File: config.mk
export PLATFORM = sky130hd
export DESIGN_NAME = dram_rfsh_ctrl
export DESIGN_NICKNAME = d
export VERILOG_FILES = /design/src/rtl/dram_rfsh_pkg.sv /design/src/rtl/rfsh_interval_timer.sv /design/src/rtl/rfsh_pending.sv /design/src/rtl/rfsh_sequencer.sv /design/src/rtl/dram_rfsh_ctrl.sv
export SDC_FILE = /design/constraint.sdc
export NUM_CORES = 1
export LEC_CHECK = 0
export BUFFER_PORTS_ARGS = -buffer_cell sky130_fd_sc_hd__buf_2
export CELL_PAD_IN_SITES_DETAIL_PLACEMENT = 2
export CELL_PAD_IN_SITES_GLOBAL_PLACEMENT = 2
export CORE_MARGIN = 1.5
export CORE_UTILIZATION = 41
export CTS_BUF_LIST = sky130_fd_sc_hd__clkbuf_8 sky130_fd_sc_hd__clkbuf_16
export DETAILED_ROUTE_END_ITERATION = 12
export PLACE_DENSITY_LB_ADDON = 0.1
export SYNTH_ARGS = -nofsm -noshare
export SYNTH_HDL_FRONTEND = slang
export SYNTH_HIERARCHICAL = 1
export SYNTH_SLANG_ARGS = --single-unit
export TNS_END_PERCENT = 20
File: constraint.sdc
create_clock -name clk -period 5.7 [get_ports clk]
set_input_delay 0.285 -clock clk [delete_from_list [all_inputs] [get_ports clk]]
set_output_delay 0.285 -clock clk [all_outputs]
set_load 0.01 [all_outputs]
File: src/rtl/dram_rfsh_pkg.sv
package dram_rfsh_pkg;

  typedef enum logic [2:0] {
    ST_PAUSE,
    ST_IDLE,
    ST_HOST,
    ST_PRECH,
    ST_CASLEAD,
    ST_RASLOW,
    ST_SELF
  } rfsh_state_e;

  // nanoseconds to whole clock cycles, rounded up, never below one
  function automatic int ns_to_cyc(input int ns, input int per);
    int r;
    r = (ns + per - 1) / per;
    return (r < 1) ? 1 : r;
  endfunction

  function automatic int max3(input int a, input int b, input int c);
    int m;
    m = (a > b) ? a : b;
    return (m > c) ? m : c;
  endfunction

endpackage

File: src/rtl/rfsh_interval_timer.sv
module rfsh_interval_timer #(
  parameter int INTERVAL = 1562
) (
  input  logic clk,
  input  logic rst_n,
  input  logic run,
  output logic tick
);
  localparam int TW = (INTERVAL > 1) ? $clog2(INTERVAL) : 1;

  logic [TW-1:0] cnt;

  assign tick = run && (cnt == TW'(INTERVAL - 1));

  always_ff @(posedge clk or negedge rst_n) begin
    if (!rst_n)     cnt <= '0;
    else if (!run)  cnt <= '0;
    else if (tick)  cnt <= '0;
    else            cnt <= cnt + 1'b1;
  end
endmodule

File: src/rtl/rfsh_pending.sv
module rfsh_pending #(
  parameter int MAXP = 4
) (
  input  logic clk,
  input  logic rst_n,
  input  logic clear,
  input  logic tick,
  input  logic take,
  output logic has_pending,
  output logic overflow_err
);
  localparam int PW = $clog2(MAXP + 1);

  logic [PW-1:0] owed;
  logic          full;

  assign full        = (owed == PW'(MAXP));
  assign has_pending = (owed != '0);

  always_ff @(posedge clk or negedge rst_n) begin
    if (!rst_n) begin
      owed         <= '0;
      overflow_err <= 1'b0;
    end else if (clear) begin
      owed <= '0;
    end else begin
      if (tick && !take && !full) owed <= owed + 1'b1;
      else if (take && !tick)     owed <= owed - 1'b1;
      if (tick && !take && full)  overflow_err <= 1'b1;
    end
  end
endmodule

File: src/rtl/rfsh_sequencer.sv
module rfsh_sequencer
  import dram_rfsh_pkg::*;
#(
  parameter int T_PAUSE     = 10000,
  parameter int T_CSR       = 1,
  parameter int T_RAS       = 6,
  parameter int T_RP        = 4,
  parameter int T_RPS       = 9,
  parameter int T_SREF      = 10000,
  parameter int INIT_CYCLES = 8,
  parameter int CW          = 14
) (
  input  logic clk,
  input  logic rst_n,
  input  logic acc_req,
  input  logic sr_req,
  input  logic has_pending,
  output logic take,
  output logic ras_low,
  output logic cas_low,
  output logic acc_gnt,
  output logic init_done,
  output logic sr_active
);
  localparam int IW = $clog2(INIT_CYCLES + 1);

  rfsh_state_e   state;
  logic [CW-1:0] cnt;
  logic [IW-1:0] init_cnt;
  logic          is_sr;
  logic          need_x;

  assign init_done = (init_cnt == IW'(INIT_CYCLES));
  assign take      = (state == ST_IDLE) && has_pending;
  assign ras_low   = (state == ST_RASLOW) || (state == ST_SELF);
  assign cas_low   = ras_low || (state == ST_CASLEAD);
  assign acc_gnt   = (state == ST_HOST);
  assign sr_active = is_sr;

  always_ff @(posedge clk or negedge rst_n) begin
    if (!rst_n) begin
      state    <= ST_PAUSE;
      cnt      <= CW'(T_PAUSE - 1);
      init_cnt <= '0;
      is_sr    <= 1'b0;
      need_x   <= 1'b0;
    end else begin
      unique case (state)
        ST_PAUSE: begin
          if (cnt == '0) begin
            state <= ST_CASLEAD;
            cnt   <= CW'(T_CSR - 1);
          end else cnt <= cnt - 1'b1;
        end
        ST_IDLE: begin
          if (has_pending) begin
            state <= ST_CASLEAD;
            cnt   <= CW'(T_CSR - 1);
          end else if (sr_req) begin
            state <= ST_CASLEAD;
            cnt   <= CW'(T_CSR - 1);
            is_sr <= 1'b1;
          end else if (acc_req) begin
            state <= ST_HOST;
          end
        end
        ST_HOST: begin
          if (!acc_req) begin
            state <= ST_PRECH;
            cnt   <= CW'(T_RP - 1);
          end
        end
        ST_CASLEAD: begin
          if (cnt == '0) begin
            state <= ST_RASLOW;
            cnt   <= is_sr ? CW'(T_SREF - 1) : CW'(T_RAS - 1);
            if (!init_done) init_cnt <= init_cnt + 1'b1;
          end else cnt <= cnt - 1'b1;
        end
        ST_RASLOW: begin
          if (cnt == '0) begin
            if (is_sr) state <= ST_SELF;
            else begin
              state <= ST_PRECH;
              cnt   <= CW'(T_RP - 1);
            end
          end else cnt <= cnt - 1'b1;
        end
        ST_SELF: begin
          if (!sr_req) begin
            state  <= ST_PRECH;
            cnt    <= CW'(T_RPS - 1);
            is_sr  <= 1'b0;
            need_x <= 1'b1;
          end
        end
        ST_PRECH: begin
          if (cnt == '0) begin
            if (!init_done || need_x) begin
              state  <= ST_CASLEAD;
              cnt    <= CW'(T_CSR - 1);
              need_x <= 1'b0;
            end else state <= ST_IDLE;
          end else cnt <= cnt - 1'b1;
        end
        default: state <= ST_IDLE;
      endcase
    end
  end
endmodule

File: src/rtl/dram_rfsh_ctrl.sv
module dram_rfsh_ctrl
  import dram_rfsh_pkg::*;
#(
  parameter int CLK_PERIOD_NS = 10,
  parameter int ROW_BITS      = 12,
  parameter int INIT_CYCLES   = 8,
  parameter int MAX_PENDING   = 4,
  parameter int CAS_LANES     = 2,
  parameter int PAUSE_NS      = 100000,
  parameter int SREF_MIN_NS   = 100000,
  parameter int RAS_MIN_NS    = 60,
  parameter int PRECH_NS      = 40,
  parameter int SREF_EXIT_NS  = 90,
  parameter int CAS_SETUP_NS  = 5,
  parameter int CAS_HOLD_NS   = 10
) (
  input  logic                 clk,
  input  logic                 rst_n,
  input  logic                 acc_req,
  input  logic                 sr_req,
  output logic                 acc_gnt,
  output logic                 bus_own,
  output logic                 ras_n,
  output logic [CAS_LANES-1:0] cas_n,
  output logic                 we_n,
  output logic                 init_done,
  output logic                 sr_active,
  output logic                 pend_err
);
  localparam int RETENTION_NS = (ROW_BITS == 13) ? 128_000_000 : 64_000_000;
  localparam int ROWS         = 1 << ROW_BITS;
  localparam int T_REFI       = (RETENTION_NS / ROWS) / CLK_PERIOD_NS;
  localparam int T_PAUSE      = ns_to_cyc(PAUSE_NS, CLK_PERIOD_NS);
  localparam int T_SREF       = ns_to_cyc(SREF_MIN_NS, CLK_PERIOD_NS);
  localparam int T_CSR        = ns_to_cyc(CAS_SETUP_NS, CLK_PERIOD_NS);
  localparam int T_RAS        = max3(ns_to_cyc(RAS_MIN_NS, CLK_PERIOD_NS),
                                     ns_to_cyc(CAS_HOLD_NS, CLK_PERIOD_NS), 1);
  localparam int T_RP         = ns_to_cyc(PRECH_NS, CLK_PERIOD_NS);
  localparam int T_RPS        = ns_to_cyc(SREF_EXIT_NS, CLK_PERIOD_NS);
  localparam int CW           = $clog2(max3(T_PAUSE, T_SREF, T_RAS) + 1);

  logic tick, take, has_pending, ras_low, cas_low, run;

  assign run = init_done && !sr_active;

  rfsh_interval_timer #(.INTERVAL(T_REFI)) u_timer (
    .clk  (clk),
    .rst_n(rst_n),
    .run  (run),
    .tick (tick)
  );

  rfsh_pending #(.MAXP(MAX_PENDING)) u_owed (
    .clk         (clk),
    .rst_n       (rst_n),
    .clear       (sr_active),
    .tick        (tick),
    .take        (take),
    .has_pending (has_pending),
    .overflow_err(pend_err)
  );

  rfsh_sequencer #(
    .T_PAUSE    (T_PAUSE),
    .T_CSR      (T_CSR),
    .T_RAS      (T_RAS),
    .T_RP       (T_RP),
    .T_RPS      (T_RPS),
    .T_SREF     (T_SREF),
    .INIT_CYCLES(INIT_CYCLES),
    .CW         (CW)
  ) u_seq (
    .clk        (clk),
    .rst_n      (rst_n),
    .acc_req    (acc_req),
    .sr_req     (sr_req),
    .has_pending(has_pending),
    .take       (take),
    .ras_low    (ras_low),
    .cas_low    (cas_low),
    .acc_gnt    (acc_gnt),
    .init_done  (init_done),
    .sr_active  (sr_active)
  );

  assign ras_n   = ~ras_low;
  assign bus_own = ~acc_gnt;
  assign we_n    = 1'b1;

  for (genvar g = 0; g < CAS_LANES; g++) begin : g_lane
    assign cas_n[g] = ~cas_low;
  end
endmodule

==> impl_metrics.toml <==
[finish]
design_area_um2 = 2790
nNetsFinal = 303
drive_above_1_share_pct = 16.0
n_fill_cell = 672
layout.cells.non_filler = 369
diodes = 0
syn_to_final_growth_pct = 8.01
final_util_pct = 46.5

[route]
drc_errors = 0
first_pass_iters = 4
drtIter0Drc = 145
ant_nets = 0
viasPerCell = 6.21
wl_mm = 7.48
drt-wirelength-per-cell_um = 20.3
vias = 2291

[sta]
max_freq_ghz = 0.316
tightest_slew_ns = 0.900
fin_ws_ns = 2.53
rsz0062_at_grt = "no"
finalCriticalPeriod_ns = 3.17
setup_tns_ns = 0
finalClockSkew_ns = 0.00738
max_slew_margin_pct = 40.0
min_period_over_period_pct = 55.6
hold_viol_final = 0
final-max-slew-violation-count = 0
finalSetupViolCount = 0
hold_slack_ns = 0.105

[pwr]
vdd_drop_max_uv = 106
finalPower_mw = 0.572
power.leakage_nw = 1.03
p_per_area_nw_per_um2 = 205

[logic_synthesis]
synth_top_family_by_area = "simple AND/OR/NAND/NOR gates"
synth_ff_type = "dfrtp_1"
synth_seq_area_share_pct = 37.3
ys_types = 70
syn_area_um2 = 2580
yosysTopAreaCellShare_pct = 29.1
synth_top_cell_by_area = "dfrtp_1"
synthTopCellsByArea = "dfrtp_1, dfstp_2, o31ai_1, nor2_1, o21ai_0"
ys_warn_count = 6
synth-simple-area-share_pct = 24.3
synth_edf_count = 0
synth_compound_area_share_pct = 24.2
muxShareOfSynthArea_pct = 1.80
syn_nets = 300
synth_seq_cells = 38
async_reset_ff_share_pct = 100
synth-xor-area-share_pct = 2.04
postSynthCellCount = 290
syn_area_per_cell_um2 = 8.89
yosys.area_share.adder_pct = 3.20

[clock_network]
cts.reportedPaths.clkPinSlew_ns = 0.08
cts_root_buf = "clkbuf_8"
worstSkewPairLatency_ns = 0.30
cts_resized = 0
htreeDepth = 2
clock_path_buffers = 2
cts_hold_buf = 0
cts_buffers = 5
cts_tree = "yes"
cts_setup_buffers = 0
cts_num_sinks = 38

[grt]
grtUsageTotal_pct = 24.5
antenna_found_initial = 0
grt_pass1_vias = 2390
grt_max_degree = 39
gr-total-overflow = 0
grt_pass1_wl_mm = 12.5

[floorplan]
start_util_pct = 43.0
ios = 13
die-width_um = 82.3
die_area_um2 = 6770
die_y_um = 82.3
rows = 28
core-area_um2 = 5990

[placement]
numPlacedInstances = 361
io_buffer_count = 11
gp_congestion = 0.724
placed_area_um2 = 2640
dpl.hpwl_mm = 5.14
dp_slack_ns = 2.51

[critical_path]
worstPathArrival_ns = 3.36
required_ns = 5.89
critPathKind = "reg -> reg"
end_kind = "flip-flop"
start_kind = "flip-flop"
path_max_fanout = 4

[flow_run]
maxCapViolations = 0

[hold_path]
hold_path_class = "in -> async"

[run_status]
outcome = "finished, final reports clean"
-- final timing paths --
check / start / end / slack [ns] / cells after the start
hold reg to reg: u_owed/overflow_err$_DFFE_PN0P_ / u_owed/overflow_err$_DFFE_PN0P_ / 0.47 / 2
setup reg to reg: u_seq/init_cnt[0]$_DFFE_PN0P_ / u_owed/owed[1]$_DFFE_PN0P_ / 2.53 / 11
hold / removal: rst_n / u_seq/cnt[5]$_DFFE_PN0P_ / 0.11 / 1
setup / recovery: u_seq/init_cnt[0]$_DFFE_PN0P_ / u_owed/owed[1]$_DFFE_PN0P_ / 2.53 / 11
min in group clk: sr_req / u_seq/sr_active$_DFFE_PN0P_ / 0.37 / 3
max in group asynchronous: rst_n / u_seq/init_cnt[2]$_DFFE_PN0P_ / 5.02 / 1
-- power breakdown --
| group | total (mW) | internal, mW | switching, mW |
|---|---|---|---|
| clock network | 0.293 | 0.187 | 0.106 |
| registers | 0.270 | 0.270 | 0 |
| logic | 0.00972 | 0.00160 | 0.00812 |
| total | 0.572 | 0.458 | 0.114 |
-- critical path, stage by stage, from the launching register on --
cell	delay, ns
dfrtp_1	0.41
inv_1	0.10
ha_1	0.19
nand2_1	0.08
nor2_1	0.27
nor2b_4	0.25
inv_1	0.08
nor4_1	0.53
nand2b_1	0.22
a21oi_1	0.22
fa_1	0.44
o32ai_1	0.28
-- flip-flops by register name (all words and copies together), names as in the netlist --
register / flops
u_owed/overflow_err: 1
u_owed/owed: 3
u_seq/cnt: 14
u_seq/init_cnt: 4
u_seq/need_x: 1
u_seq/sr_active: 1
u_seq/state: 3
u_timer/cnt: 11
-- cells in the mapped netlist (2+ instances only) --
master    number
a211oi_1       5
a21oi_1       17
a22oi_1        2
a31oi_1        6
buf_2          5
buf_4          5
clkbuf_1       4
dfrtp_1       30
dfstp_2        8
ha_1           5
inv_1         24
mux2i_1        2
nand2_1       17
nand2b_1       3
nand3_1        7
nand4_1        4
nor2_1        25
nor2b_1        4
nor3_1        10
nor4_1         3
nor4_4         2
o211ai_1       2
o21ai_0       18
o22ai_1        3
o31ai_1       23
o32ai_1        2
or3_1          3
or4_1          5
xnor2_1        5
-- routing by layer --
layer / wire, um / global-route usage (%)
met1: 3390 / 30.5
met2: 3810 / 43.7
met3: 170 / 3.85
met4: 102 / 6.78
met5: 0 / 0
-- cells in the final DEF (no fill, tap or decap), types with 2 or more instances in the layout --
master / netlist / final
o31ai_1: 23 / 23
nand4_1: 4 / 4
o211ai_1: 2 / 2
inv_1: 24 / 24
nor2b_1: 4 / 4
nand2b_1: 3 / 3
nor3_1: 10 / 10
bufinv_16: 0 / 2
a211oi_1: 5 / 5
o22ai_1: 3 / 3
nand2_1: 17 / 17
dfrtp_1: 30 / 30
o21ai_0: 18 / 18
nor2_1: 25 / 25
mux2i_1: 2 / 2
clkbuf_8: 0 / 6
or3_1: 3 / 3
ha_1: 5 / 5
xnor2_1: 5 / 5
or4_1: 5 / 5
o32ai_1: 2 / 2
buf_2: 5 / 11
nor4_1: 3 / 3
a22oi_1: 2 / 2
a21oi_1: 17 / 17
dfstp_2: 8 / 8
a31oi_1: 6 / 6
nand3_1: 7 / 7
nor4_4: 2 / 2
-- logic make-up (layout without fill, tap and decap cells) --
| logic type | count (synthesis) | in the layout |
|---|---|---|
| muxes | 4 | 4 |
| adders and majority gates | 6 | 6 |
| xor gates and xnor gates | 6 | 6 |
| AOI/OAI and AO/OA | 91 | 91 |
| buffers and inverters | 40 | 44 |
| and+or+nand+nor | 104 | 104 |
| DFF | 38 | 38 |
| other | 1 | 1 |
-- layout make-up --
class	count	area [um2]	area share, %
Clock buffer	6	82.6	2.96
Clock inverter	2	60.1	2.16
Inverter	24	90.1	3.23
Multi-Input combinational cell	212	1440	51.5
Sequential cell	38	961	34.5
Tap cell	75	93.8	3.37
Timing Repair Buffer	12	62.6	2.25
No activity file was read; power rests on OpenSTA's default activity.
